`config.mk`:
```
export PLATFORM = sky130hd
export DESIGN_NAME = seq_lock_top
export DESIGN_NICKNAME = d
export VERILOG_FILES = /design/src/rtl/lock_pkg.sv /design/src/rtl/lock_code_store.sv /design/src/rtl/lock_code_match.sv /design/src/rtl/lock_step_fsm.sv /design/src/rtl/seq_lock_top.sv
export SDC_FILE = /design/constraint.sdc
export NUM_CORES = 1
export LEC_CHECK = 0
export ABC_AREA = 0
export BUFFER_PORTS_ARGS = -buffer_cell sky130_fd_sc_hd__buf_2
export CAP_MARGIN = 0
export CELL_PAD_IN_SITES_DETAIL_PLACEMENT = 1
export CELL_PAD_IN_SITES_GLOBAL_PLACEMENT = 2
export CORE_MARGIN = 2
export CORE_UTILIZATION = 32
export DETAILED_ROUTE_END_ITERATION = 6
export HOLD_SLACK_MARGIN = 0.05
export PLACE_DENSITY = 0.84
export SLEW_MARGIN = 20
export SYNTH_ARGS = -nofsm -noshare
export SYNTH_HDL_FRONTEND = slang
export SYNTH_SLANG_ARGS = --single-unit
```
`constraint.sdc`:
```
create_clock -name clk -period 1.7 [get_ports clk]
set_input_delay 0.17 -clock clk [delete_from_list [all_inputs] [get_ports clk]]
set_output_delay 0.17 -clock clk [all_outputs]
set_load 0.01 [all_outputs]
```
`src/rtl/lock_pkg.sv`:
```
package lock_pkg;
  localparam int unsigned LOCK_VAL_W = 4;
  localparam int unsigned LOCK_STEPS = 3;

  // true when the state vector names one of the entry steps
  function automatic logic in_entry_step(input logic [LOCK_STEPS:0] st);
    return (st[LOCK_STEPS-1:0] != '0);
  endfunction
endpackage

```
`src/rtl/lock_code_store.sv`:
```
module lock_code_store #(
  parameter int unsigned VAL_W = 4,
  parameter int unsigned STEPS = 3,
  localparam int unsigned IDX_W = (STEPS > 1) ? $clog2(STEPS) : 1
) (
  input  logic                        clk,
  input  logic                        rst,
  input  logic                        wr_en,
  input  logic [IDX_W-1:0]            wr_idx,
  input  logic [VAL_W-1:0]            wr_data,
  output logic [STEPS-1:0][VAL_W-1:0] codes
);

  logic [STEPS-1:0][VAL_W-1:0] code_q;

  for (genvar g = 0; g < STEPS; g++) begin : g_slot
    always_ff @(posedge clk) begin
      if (rst && wr_en && (wr_idx == IDX_W'(g))) begin
        code_q[g] <= wr_data;
      end
    end
  end

  assign codes = code_q;

  AST_CODES_FROZEN: assert property (@(posedge clk) disable iff (rst)
    !rst |=> $stable(code_q));

endmodule

```
`src/rtl/lock_code_match.sv`:
```
module lock_code_match #(
  parameter int unsigned VAL_W = 4,
  parameter int unsigned STEPS = 3
) (
  input  logic [STEPS-1:0][VAL_W-1:0] codes,
  input  logic [STEPS-1:0]            sel,
  input  logic [VAL_W-1:0]            value,
  output logic                        equal
);

  logic [VAL_W-1:0] picked;
  logic [VAL_W-1:0] bit_same;

  // one-hot AND-OR multiplexer
  always_comb begin
    picked = '0;
    for (int i = 0; i < STEPS; i++) begin
      picked = picked | (codes[i] & {VAL_W{sel[i]}});
    end
  end

  // per-bit XNOR, then all bits must agree
  for (genvar b = 0; b < VAL_W; b++) begin : g_bit
    assign bit_same[b] = ~(picked[b] ^ value[b]);
  end

  assign equal = &bit_same;

  always_comb begin
    AST_SEL_ONEHOT0: assert ($onehot0(sel));
  end

endmodule

```
`src/rtl/lock_step_fsm.sv`:
```
module lock_step_fsm
  import lock_pkg::*;
#(
  parameter int unsigned STEPS = LOCK_STEPS,
  localparam int unsigned ST_W = STEPS + 1
) (
  input  logic            clk,
  input  logic            rst,
  input  logic            stb,
  input  logic            equal,
  output logic [ST_W-1:0] state
);

  localparam logic [ST_W-1:0] ST_FIRST = ST_W'(1);
  localparam logic [ST_W-1:0] ST_ERR   = '0;
  localparam logic [ST_W-1:0] ST_OPEN  = ST_W'(1) << STEPS;

  logic [ST_W-1:0] state_q;
  logic [ST_W-1:0] state_d;
  logic            at_step;

  assign at_step = (state_q[STEPS-1:0] != '0);

  always_comb begin
    state_d = state_q;
    if (stb && at_step) begin
      state_d = equal ? (state_q << 1) : ST_ERR;
    end
  end

  always_ff @(posedge clk) begin
    if (rst) state_q <= ST_FIRST;
    else     state_q <= state_d;
  end

  assign state = state_q;

  AST_STATE_LEGAL: assert property (@(posedge clk) disable iff (rst)
    $onehot0(state_q));
  AST_MISMATCH_ERR: assert property (@(posedge clk) disable iff (rst)
    (stb && !equal && at_step) |=> (state_q == ST_ERR));
  AST_IDLE_HOLD: assert property (@(posedge clk) disable iff (rst)
    !stb |=> $stable(state_q));
  AST_OPEN_STICKY: assert property (@(posedge clk) disable iff (rst)
    (state_q == ST_OPEN) |=> (state_q == ST_OPEN));
  AST_ERR_STICKY: assert property (@(posedge clk) disable iff (rst)
    (state_q == ST_ERR) |=> (state_q == ST_ERR));
  AST_RESET_WINS: assert property (@(posedge clk)
    rst |=> (state_q == ST_FIRST));

endmodule

```
`src/rtl/seq_lock_top.sv`:
```
module seq_lock_top
  import lock_pkg::*;
#(
  parameter int unsigned VAL_W = LOCK_VAL_W,
  parameter int unsigned STEPS = LOCK_STEPS,
  localparam int unsigned IDX_W = (STEPS > 1) ? $clog2(STEPS) : 1
) (
  input  logic             clk,
  input  logic             rst,
  input  logic             key_stb,
  input  logic [VAL_W-1:0] key_val,
  input  logic             cfg_we,
  input  logic [IDX_W-1:0] cfg_idx,
  input  logic [VAL_W-1:0] cfg_data,
  output logic             unlocked,
  output logic [STEPS-1:0] step_sel
);

  logic [STEPS-1:0][VAL_W-1:0] codes;
  logic [STEPS:0]              state;
  logic                        equal;

  lock_code_store #(.VAL_W(VAL_W), .STEPS(STEPS)) u_store (
    .clk     (clk),
    .rst     (rst),
    .wr_en   (cfg_we),
    .wr_idx  (cfg_idx),
    .wr_data (cfg_data),
    .codes   (codes)
  );

  lock_code_match #(.VAL_W(VAL_W), .STEPS(STEPS)) u_match (
    .codes (codes),
    .sel   (state[STEPS-1:0]),
    .value (key_val),
    .equal (equal)
  );

  lock_step_fsm #(.STEPS(STEPS)) u_fsm (
    .clk   (clk),
    .rst   (rst),
    .stb   (key_stb),
    .equal (equal),
    .state (state)
  );

  // outputs are state bits directly: no decode
  assign step_sel = state[STEPS-1:0];
  assign unlocked = state[STEPS];

  AST_OPEN_NO_SEL: assert property (@(posedge clk) disable iff (rst)
    unlocked |-> (step_sel == '0));
  AST_RESET_CLOSED: assert property (@(posedge clk)
    $fell(rst) |-> (!unlocked && step_sel == STEPS'(1)));

endmodule

```
; After elaboration in Yosys (flattened, before gate mapping)
; Index checks and enable logic that the tools add are counted.
[totals]
inputBits = 14
output_inout_bits = 4
register_bits = 16
[op_classes]
n_mux = 1
bitwise_logic = 13
n_eq_ne = 2
reduce_logical = 8
[ops]
columns = op, n
row1 = 4-bit bitwise AND, 3
row2 = 4-bit OR, 2
row3 = 1-bit logical AND, 5
row4 = 4-bit two-way mux, 1
row5 = 1-bit NOT, 4
row6 = 4-bit AND reduction, 1
row7 = 1-bit bitwise XOR, 4
row8 = 3-bit nonzero test, 1
row9 = 2-bit by 1-bit == test with 1-bit output (second input constant), 1
row10 = 2-bit == test (second input constant), 1
row11 = 2-bit logical NOT, 1

; Logic depth before layout (Yosys ltp)
; Gate-level depths: netlist of run 1.
[depth]
word_depth = 7
ltp_mapped = 4
mapped_depth_nobuf = 4

; Modules after synthesis
; A second synthesis of run 1 with hierarchy kept.
[unflattened]
hier_cells = 40
area_unflattened_um2 = 629.4
[by_module_without_submodules]
columns = mod, seq_area_each_um2, cells_per_inst, instances, area_each_um2
row1 = lock_code_store, 360.3, 15, 1, 395.4
row2 = lock_step_fsm, 80.1, 16, 1, 152.6
row3 = lock_code_match, 0.0, 9, 1, 81.3

; Worst setup path before layout of run 1
; Ideal clock, no wire load.
[synth_timing]
kind = register to register
start = register u_fsm.state_q[1], in the netlist u_fsm.state[1]
end = register u_fsm.state_q[1], in the netlist u_fsm.state[1]
t_arrival_ns = 1.250
slack_ns = 0.363
required_time_ns = 1.613
period_less_slack_ns = 1.337
setup_time_ns = 0.087
stages_incl_launch_ff = 5
cell_sequence = dfxtp_1 -> a222oi_1 -> xor2_1 -> nand4_1 -> o31ai_1
[synth_via]
elab_chain_len = 7
[synth_lines]
columns = element, line_no
row1 = start: declaration, lock_step_fsm.sv:18  ; logic [ST_W-1:0] state_q;
row2 = start signal: assignment, lock_step_fsm.sv:33  ; else state_q <= state_d;
row3 = 4-bit bitwise AND, lock_code_match.sv:18  ; picked = picked | (codes[i] & {VAL_W{sel[i]}});
row4 = 4-bit OR (2 in a row), lock_code_match.sv:18
row5 = 1-bit bitwise XOR, lock_code_match.sv:24  ; assign bit_same[b] = ~(picked[b] ^ value[b]);
row6 = 1-bit NOT, lock_code_match.sv:24
row7 = 4-bit AND reduction, lock_code_match.sv:27  ; assign equal = &bit_same;
row8 = 4-bit two-way mux, lock_step_fsm.sv:27  ; state_d = equal ? (state_q << 1) : ST_ERR;
; Parallel ways exist; a longest one is shown, timed or not.
; A chain may end at the register's enable or synchronous reset.

; Worst setup path after layout of run 1
[layout_timing]
start = register u_fsm.state_q[0], in the netlist u_fsm.state[0]
end = register u_fsm.state_q[2], in the netlist u_fsm.state[2]
; The elaborated chain is that of the path after synthesis.

==> impl_metrics.xml, run 1 <==
<?xml version="1.0" encoding="UTF-8"?>
<metrics>
  <group name="status">
    <metric name="status" unit="">finished, final reports clean</metric>
  </group>
  <group name="die">
    <metric name="die-height" unit="um">48.0</metric>
    <metric name="die_x" unit="um">48.0</metric>
    <metric name="num_rows" unit="">15</metric>
    <metric name="floorplan.io_pins" unit="">18</metric>
    <metric name="initial_utilization" unit="%">34.8</metric>
    <metric name="die_area" unit="sq mm">0.00231</metric>
    <metric name="fp.coreArea" unit="sq mm">0.00178</metric>
  </group>
  <group name="setup_path">
    <metric name="critical_path_source" unit="">u_fsm.state[0]</metric>
    <metric name="timing.setup.critical_path_class" unit="">reg2reg</metric>
    <metric name="worst_r2r_endpoint" unit="">u_fsm.state[2]</metric>
    <metric name="worstReg2RegStart" unit="">u_fsm.state[0]</metric>
    <metric name="crit_path_cell_trace" unit="">a222oi_1, xor2_1, nand4_1, o31ai_1</metric>
    <metric name="timing.critical_path.fanout_max" unit="">8</metric>
    <metric name="cp_num_buf_inv" unit="">0</metric>
    <metric name="timing.critical_path.arrival" unit="ns">1.77</metric>
    <metric name="worst_path_dominant_cell_family" unit="">compound AO/OA/AOI/OAI gates</metric>
    <metric name="critical_path_source_type" unit="">flop</metric>
    <metric name="crit_required" unit="ns">1.91</metric>
    <metric name="r2r_setup_slack" unit="ns">0.15</metric>
    <metric name="worstSetupEndpoint" unit="">u_fsm.state[2]</metric>
    <metric name="end_kind" unit="">flop</metric>
    <metric name="critPathSlowestCell" unit="">sky130_fd_sc_hd__a222oi_1</metric>
    <metric name="max_stage_delay" unit="ns">0.43</metric>
    <metric name="reg2reg_depth" unit="">4</metric>
    <metric name="timing.critical_path.depth" unit="">4</metric>
  </group>
  <group name="clocking">
    <metric name="clock_edge_transition_at_the_registers_on_the_reported_setup_and_hold_paths" unit="ns">0.09</metric>
    <metric name="maximum_level_of_the_cts_h_tree" unit="">1</metric>
    <metric name="cts_setup_buffers" unit="">0</metric>
    <metric name="worstSkewPairLatency" unit="ns">0.29</metric>
    <metric name="clock-sinks" unit="">16</metric>
    <metric name="cts_root_buf" unit="">sky130_fd_sc_hd__clkbuf_4</metric>
    <metric name="number_of_buffers_created_by_cts" unit="">3</metric>
    <metric name="cts_tree" unit="">built</metric>
    <metric name="clock_path_buffers" unit="">2</metric>
  </group>
  <group name="power_and_ir_drop">
    <metric name="clkPwrFrac" unit="%">29.7</metric>
    <metric name="power_frac_comb" unit="%">7.9</metric>
    <metric name="power_density" unit="mW/mm^2">887</metric>
    <metric name="ir_drop" unit="mV">0.416</metric>
    <metric name="power.net_switching" unit="uW">157</metric>
    <metric name="swShare" unit="%">22.4</metric>
    <metric name="power_report.internal_total" unit="uW">544</metric>
    <metric name="power.share.sequential" unit="%">62.4</metric>
    <metric name="cellLeakagePower" unit="uW">0.000301</metric>
  </group>
  <group name="synthesis">
    <metric name="synth.net_count" unit="">55</metric>
    <metric name="syn_avg_cell_area" unit="sq um">15.1</metric>
    <metric name="synthesis.yosys.warnings" unit="">0</metric>
    <metric name="syn_inst" unit="">41</metric>
    <metric name="post_synth_instance_area" unit="sq um">621</metric>
    <metric name="proportion_of_synthesized_chip_area_in_sequential_cells" unit="%">71.0</metric>
    <metric name="synthTopCellsByArea" unit="">sky130_fd_sc_hd__edfxtp_1, sky130_fd_sc_hd__dfxtp_1, sky130_fd_sc_hd__a222oi_1</metric>
    <metric name="register_bit_total_from_synthesis" unit="">16</metric>
    <metric name="post_synth_num_cell_types" unit="">12</metric>
    <metric name="synthDominantCellAreaShare" unit="%">58.1</metric>
    <metric name="synth_largest_area_cell" unit="">sky130_fd_sc_hd__edfxtp_1</metric>
  </group>
  <group name="timing">
    <metric name="final.period_utilization" unit="%">91.3</metric>
    <metric name="finClkSkew" unit="ns">0.00391</metric>
    <metric name="finalMaxSlewViolations" unit="">0</metric>
    <metric name="timing.final.setup_violations" unit="">0</metric>
    <metric name="fmax" unit="MHz">645</metric>
    <metric name="finalWorstPathRequiredPeriod" unit="ns">1.55</metric>
    <metric name="worst_slew_margin_rel" unit="%">76.3</metric>
    <metric name="worst_pin_slew" unit="ns">0.356</metric>
    <metric name="finalHoldWorstSlack" unit="ns">0.0727</metric>
    <metric name="final_hold_fails" unit="">0</metric>
  </group>
  <group name="layout">
    <metric name="fillerInstances" unit="">203</metric>
    <metric name="final_layout_size_suffix_gt1_share" unit="%">36.9</metric>
    <metric name="layout-area-overhead-vs-synth" unit="%">27.4</metric>
    <metric name="post_layout_nonfiller_instances" unit="">90</metric>
    <metric name="nets" unit="">80</metric>
    <metric name="diodes" unit="">0</metric>
  </group>
  <group name="placed_design">
    <metric name="place_inst" unit="">86</metric>
    <metric name="gp_congestion" unit="">0.726</metric>
    <metric name="numPortBuffers" unit="">17</metric>
    <metric name="detailed_place_hpwl" unit="um">990</metric>
  </group>
  <group name="global_routing">
    <metric name="grt_pass1_wl" unit="mm">1.97</metric>
    <metric name="grt_overflow_total" unit="">0</metric>
    <metric name="grtUsageTotal" unit="%">13.5</metric>
    <metric name="antenna_found_initial" unit="">0</metric>
    <metric name="grt_max_degree" unit="">10</metric>
    <metric name="via_count_of_the_first_global_routing_pass" unit="">456</metric>
  </group>
  <group name="detailed_routing">
    <metric name="detail_route.vias_per_cell" unit="">4.99</metric>
    <metric name="drc" unit="">0</metric>
    <metric name="routed-via-count" unit="">449</metric>
    <metric name="drt-wirelength-per-cell" unit="um">14.3</metric>
    <metric name="iteration_count_of_the_initial_detailed_routing_pass" unit="">5</metric>
    <metric name="initialDrtViolationCount" unit="">18</metric>
    <metric name="route.antenna.remaining_nets" unit="">0</metric>
    <metric name="wl" unit="mm">1.29</metric>
  </group>
  <group name="flow_run">
    <metric name="timing.max_cap.violations" unit="">0</metric>
  </group>
  <group name="worst_hold_path">
    <metric name="holdCritPathClass" unit="">in2reg</metric>
  </group>
</metrics>
[synth_stat cells]
| cell type | n |
|---|---|
| sky130_fd_sc_hd__a21o_1 | 1 |
| sky130_fd_sc_hd__a222oi_1 | 4 |
| sky130_fd_sc_hd__dfxtp_1 | 4 |
| sky130_fd_sc_hd__edfxtp_1 | 12 |
| sky130_fd_sc_hd__inv_1 | 1 |
| sky130_fd_sc_hd__nand2_1 | 4 |
| sky130_fd_sc_hd__nand3b_1 | 3 |
| sky130_fd_sc_hd__nand4_1 | 1 |
| sky130_fd_sc_hd__nor3_1 | 1 |
| sky130_fd_sc_hd__nor3b_1 | 2 |
| sky130_fd_sc_hd__o31ai_1 | 4 |
| sky130_fd_sc_hd__xor2_1 | 4 |
[cells by family (layout without fill, tap and decap cells)]
kind of cell           Yosys count  after routing  synth area share, %
flip-flops                      16             16                 71.0
AND/OR/NAND/NOR                 11             11                 10.3
AO/OA/AOI/OAI                    9              9                 12.5
XOR/XNOR                         4              4                 5.64
buffers and inverters            1             25                0.604
[state kept, by name (all words and copies together) (netlist names)]
name / flops
u_store.codes: 12
u_fsm.state: 4
[worst min-delay path by stage]
| stage | start | to | slack [ns] | cells after the start |
|---|---|---|---|---|
| final | cfg_data[2] | u_store.codes[10] | 0.07 | 1 |
| after global routing | cfg_data[1] | u_store.codes[1] | 0.06 | 1 |
| after CTS | cfg_data[2] | u_store.codes[10] | 0.07 | 1 |
| after detailed placement | cfg_data[3] | u_store.codes[11] | 0.37 | 1 |
| after global placement | cfg_data[3] | u_store.codes[7] | 0.37 | 1 |
| after floorplan | rst | u_fsm.state[0] | 0.26 | 1 |
[power by group through the flow]
stage	clock [uW]	combinational [uW]	sequential, uW
CTS	214	55.3	438
floorplan	0	22.7	446
global route	227	62.6	439
global placement	0	53.8	446
detailed placement	0	55.1	447
finish	208	55.5	438
[per-layer routing]
| layer | part of all wire, % | GRT usage, % | wire length, um |
|---|---|---|---|
| met1 | 41 | 15.1 | 529 |
| met2 | 50 | 20.5 | 646 |
| met3 | 5.9 | 6.79 | 76 |
| met4 | 2.9 | 8.11 | 37 |
| met5 | 0 | 0 | 0 |
[placed cells by master (no fill, tap or decap), drive strengths merged, types with 2 or more instances in the layout]
master  count
xor2        4
nor3b       2
nand3b      3
clkbuf      3
a222oi      4
edfxtp     12
dfxtp       4
nand2       4
buf        20
o31ai       4
[final cells by class]
class / count / area [sq um] / share of cell area (%)
Inverter: 1 / 3.75 / 0.475
Timing Repair Buffer: 20 / 108 / 13.6
Tap cell: 25 / 31.3 / 3.96
Multi-Input combinational cell: 24 / 181 / 22.9
Sequential cell: 16 / 440 / 55.7
Clock inverter: 1 / 3.75 / 0.475
Clock buffer: 3 / 22.5 / 2.85
[metrics by stage]
step	worst slack [ns]	setup TNS (ns)	total power, uW	util (%)	cell area (sq um)
2_1_floorplan	0.363	0	469	-	621
3_3_place_gp	0.206	0	500	42.6	759
3_5_place_dp	0.113	0	502	42.6	759
4_1_cts	0.0928	0	707	44.1	786
5_1_grt	-0.0104	-0.0104	729	44.4	791
6_report	0.149	0	701	44.4	791
[what timing repair did]
item | 4_1_cts | 5_1_grt
gates resized for setup | 0 | 1
hold buffers | 0 | 0
setup endpoints to repair | 0 | 1
Power figures use the tool's default switching activity.
==> run 2, diff against run 1 <==
--- a/config.mk
+++ b/config.mk
@@ -5,13 +5,13 @@
 export SDC_FILE = /design/constraint.sdc
 export NUM_CORES = 1
 export LEC_CHECK = 0
-export ABC_AREA = 0
+export ABC_AREA = 1
 export BUFFER_PORTS_ARGS = -buffer_cell sky130_fd_sc_hd__buf_2
 export CAP_MARGIN = 0
 export CELL_PAD_IN_SITES_DETAIL_PLACEMENT = 1
 export CELL_PAD_IN_SITES_GLOBAL_PLACEMENT = 2
 export CORE_MARGIN = 2
-export CORE_UTILIZATION = 32
+export CORE_UTILIZATION = 29
 export DETAILED_ROUTE_END_ITERATION = 6
 export HOLD_SLACK_MARGIN = 0.05
 export PLACE_DENSITY = 0.84
==> run 2 against run 1 <==
- clock power fell by 4%
- critical path depth rose by 2
- cell count rose by 37%
- sequential share of layout area fell by 3.4 points
- power rose by 1.7%
- sequential cell count did not move
- global-route usage fell by 1.2 points
- routed wire length rose by 18%
- largest power group unchanged
==> impl_metrics.xml, run 2 <==
<?xml version="1.0" encoding="UTF-8"?>
<metrics>
  <group name="status">
    <metric name="status" unit="">finished, final reports clean</metric>
  </group>
  <group name="layout">
    <metric name="largest_reg_flops" unit="">12</metric>
    <metric name="layout-area-overhead-vs-synth" unit="%">21.0</metric>
    <metric name="nets" unit="">110</metric>
    <metric name="final_cell_mix" unit="">sky130_fd_sc_hd__nand2_1, sky130_fd_sc_hd__buf_2, sky130_fd_sc_hd__edfxtp_1, sky130_fd_sc_hd__inv_1, sky130_fd_sc_hd__nand3_1</metric>
    <metric name="fillerInstances" unit="">279</metric>
    <metric name="finalCoreUtilization" unit="%">37.7</metric>
    <metric name="diodes" unit="">0</metric>
    <metric name="layout_commonest_cell" unit="">sky130_fd_sc_hd__nand2_1</metric>
    <metric name="layout.cell_area.non_filler" unit="sq um">842</metric>
    <metric name="final_layout_size_suffix_gt1_share" unit="%">24.2</metric>
    <metric name="post_layout_nonfiller_instances" unit="">123</metric>
  </group>
  <group name="worst_hold_path">
    <metric name="holdCritPathClass" unit="">in2reg</metric>
  </group>
  <group name="synthesis">
    <metric name="dominantRegCellSynth" unit="">sky130_fd_sc_hd__edfxtp_1</metric>
    <metric name="synthDominantCellAreaShare" unit="%">51.8</metric>
    <metric name="post_synth_instance_area" unit="sq um">696</metric>
    <metric name="synthesis.yosys.warnings" unit="">0</metric>
    <metric name="synthTopCellsByArea" unit="">sky130_fd_sc_hd__edfxtp_1, sky130_fd_sc_hd__nand2_1, sky130_fd_sc_hd__dfxtp_1</metric>
    <metric name="syn_inst" unit="">74</metric>
    <metric name="post_synth_num_cell_types" unit="">12</metric>
    <metric name="synth_largest_area_cell" unit="">sky130_fd_sc_hd__edfxtp_1</metric>
    <metric name="proportion_of_synthesized_chip_area_in_sequential_cells" unit="%">63.3</metric>
    <metric name="register_bit_total_from_synthesis" unit="">16</metric>
    <metric name="synth_async_sr_flop_share" unit="%">0</metric>
    <metric name="synth-edff-count" unit="">12</metric>
    <metric name="most_frequent_cells_after_synthesis" unit="">sky130_fd_sc_hd__nand2_1, sky130_fd_sc_hd__edfxtp_1, sky130_fd_sc_hd__inv_1</metric>
    <metric name="synth.net_count" unit="">88</metric>
    <metric name="synth.most_common_cell" unit="">sky130_fd_sc_hd__nand2_1</metric>
    <metric name="syn_avg_cell_area" unit="sq um">9.40</metric>
  </group>
  <group name="timing">
    <metric name="final_hold_fails" unit="">0</metric>
    <metric name="finalMaxSlewViolations" unit="">0</metric>
    <metric name="fin_tns_setup" unit="ns">0</metric>
    <metric name="fmax" unit="MHz">792</metric>
    <metric name="final.period_utilization" unit="%">74.3</metric>
    <metric name="finalHoldWorstSlack" unit="ns">0.0904</metric>
    <metric name="timing.final.setup_violations" unit="">0</metric>
    <metric name="finClkSkew" unit="ns">0.000553</metric>
    <metric name="worst_pin_slew" unit="ns">0.616</metric>
    <metric name="worst_slew_margin_rel" unit="%">58.6</metric>
    <metric name="rsz0062_at_grt" unit="">no</metric>
    <metric name="finalWorstPathRequiredPeriod" unit="ns">1.26</metric>
  </group>
  <group name="clocking">
    <metric name="postCtsHoldBufs" unit="">0</metric>
    <metric name="clock_path_buffers" unit="">2</metric>
    <metric name="clock-sinks" unit="">16</metric>
    <metric name="maximum_level_of_the_cts_h_tree" unit="">1</metric>
    <metric name="clock_edge_transition_at_the_registers_on_the_reported_setup_and_hold_paths" unit="ns">0.09</metric>
    <metric name="worstSkewPairLatency" unit="ns">0.27</metric>
    <metric name="post_cts.resized_instances" unit="">0</metric>
    <metric name="number_of_buffers_created_by_cts" unit="">3</metric>
    <metric name="cts_tree" unit="">built</metric>
    <metric name="cts_root_buf" unit="">sky130_fd_sc_hd__clkbuf_4</metric>
    <metric name="cts_setup_buffers" unit="">0</metric>
  </group>
  <group name="die">
    <metric name="die_area" unit="sq mm">0.00281</metric>
    <metric name="die_x" unit="um">53.0</metric>
    <metric name="floorplan.io_pins" unit="">18</metric>
    <metric name="initial_utilization" unit="%">31.1</metric>
    <metric name="fp.coreArea" unit="sq mm">0.00223</metric>
    <metric name="num_rows" unit="">17</metric>
    <metric name="die-height" unit="um">53.0</metric>
  </group>
  <group name="detailed_routing">
    <metric name="route.antenna.remaining_nets" unit="">0</metric>
    <metric name="iteration_count_of_the_initial_detailed_routing_pass" unit="">3</metric>
    <metric name="wl" unit="mm">1.52</metric>
    <metric name="initialDrtViolationCount" unit="">4</metric>
    <metric name="drc" unit="">0</metric>
    <metric name="detail_route.vias_per_cell" unit="">4.70</metric>
    <metric name="drt-wirelength-per-cell" unit="um">12.4</metric>
    <metric name="routed-via-count" unit="">578</metric>
  </group>
  <group name="setup_path">
    <metric name="timing.setup.critical_path_class" unit="">reg2reg</metric>
    <metric name="worst_path_dominant_cell_family" unit="">simple AND/OR/NAND/NOR gates</metric>
    <metric name="critPathSlowestCell" unit="">sky130_fd_sc_hd__dfxtp_1</metric>
    <metric name="critical_path_source_type" unit="">flop</metric>
    <metric name="max_stage_delay" unit="ns">0.51</metric>
    <metric name="crit_required" unit="ns">1.92</metric>
    <metric name="timing.critical_path.fanout_max" unit="">8</metric>
    <metric name="crit_top_cell" unit="">sky130_fd_sc_hd__nand2_1</metric>
    <metric name="cp_num_buf_inv" unit="">0</metric>
    <metric name="crit_path_cell_trace" unit="">nand2_1, nand4_1, nand2_1, nor2_2, nand3_1, a21oi_2</metric>
    <metric name="timing.critical_path.arrival" unit="ns">1.48</metric>
    <metric name="end_kind" unit="">flop</metric>
  </group>
  <group name="power_and_ir_drop">
    <metric name="ir_drop" unit="mV">0.455</metric>
    <metric name="cellLeakagePower" unit="uW">0.000378</metric>
    <metric name="power_density" unit="mW/mm^2">847</metric>
  </group>
  <group name="flow_run">
    <metric name="timing.max_cap.violations" unit="">0</metric>
  </group>
  <group name="placed_design">
    <metric name="numPortBuffers" unit="">17</metric>
    <metric name="detailed_place_hpwl" unit="mm">1.26</metric>
    <metric name="gp_congestion" unit="">0.788</metric>
    <metric name="placement.cell_area" unit="sq um">816</metric>
    <metric name="place_inst" unit="">119</metric>
  </group>
  <group name="global_routing">
    <metric name="antenna_found_initial" unit="">0</metric>
    <metric name="grt_pass1_wl" unit="mm">2.44</metric>
    <metric name="grt_overflow_total" unit="">0</metric>
    <metric name="via_count_of_the_first_global_routing_pass" unit="">582</metric>
    <metric name="grt_max_degree" unit="">10</metric>
    <metric name="grtUsageTotal" unit="%">12.3</metric>
  </group>
</metrics>
[run 2: logic make-up after synthesis]
group	count (synthesis)	synth area share, %
flip-flops	16	63.3
buffers and inverters	9	4.86
AND/OR/NAND/NOR	44	27.7
AO/OA/AOI/OAI	5	4.14
[run 2: power by group]
group / switching, uW / total, uW / internal [uW]
logic: 42.4 / 71.3 / 29.0
registers: 10.5 / 443 / 432
clock network: 109 / 199 / 90.8
[run 2: layout make-up]
| cell class | count | area [sq um] | share of cell area (%) |
|---|---|---|---|
| Clock buffer | 4 | 26.3 | 3.12 |
| Tap cell | 28 | 35.0 | 4.16 |
| Sequential cell | 16 | 440 | 52.3 |
| Timing Repair Buffer | 17 | 85.1 | 10.1 |
| Inverter | 9 | 33.8 | 4.01 |
| Multi-Input combinational cell | 49 | 221 | 26.3 |
[run 2: routing by layer]
metal,GRT usage (%),up-vias,share of wire [%]
li1,-,293,-
met4,4.70,0,0
met2,22.7,10,55
met3,1.41,0,3.5
met1,14.3,275,41
met5,0,-,0
[run 2: worst reg2reg max path: stages (launching register included)]
cell and delay (ns):
sky130_fd_sc_hd__dfxtp_1 0.51, sky130_fd_sc_hd__nand2_1 0.13, sky130_fd_sc_hd__nand4_1 0.11, sky130_fd_sc_hd__nand2_1 0.06, sky130_fd_sc_hd__nor2_2 0.15, sky130_fd_sc_hd__nand3_1 0.11
sky130_fd_sc_hd__a21oi_2 0.12
[run 2: stage by stage]
stage,total power [uW],worst slack (ns)
after floorplan,486,0.612
after global placement,521,0.389
after detailed placement,524,0.391
after CTS,721,0.414
after global routing,751,0.266
final,713,0.437
[run 2: final timing paths]
path / start / end / slack (ns) / cells past startpoint
hold reg to reg: u_fsm.state[3] / u_fsm.state[3] / 0.48 / 2
setup reg to reg: u_fsm.state[1] / u_fsm.state[1] / 0.44 / 6
setup / recovery: u_fsm.state[1] / u_fsm.state[1] / 0.44 / 6
hold / removal: cfg_data[1] / u_store.codes[5] / 0.09 / 1
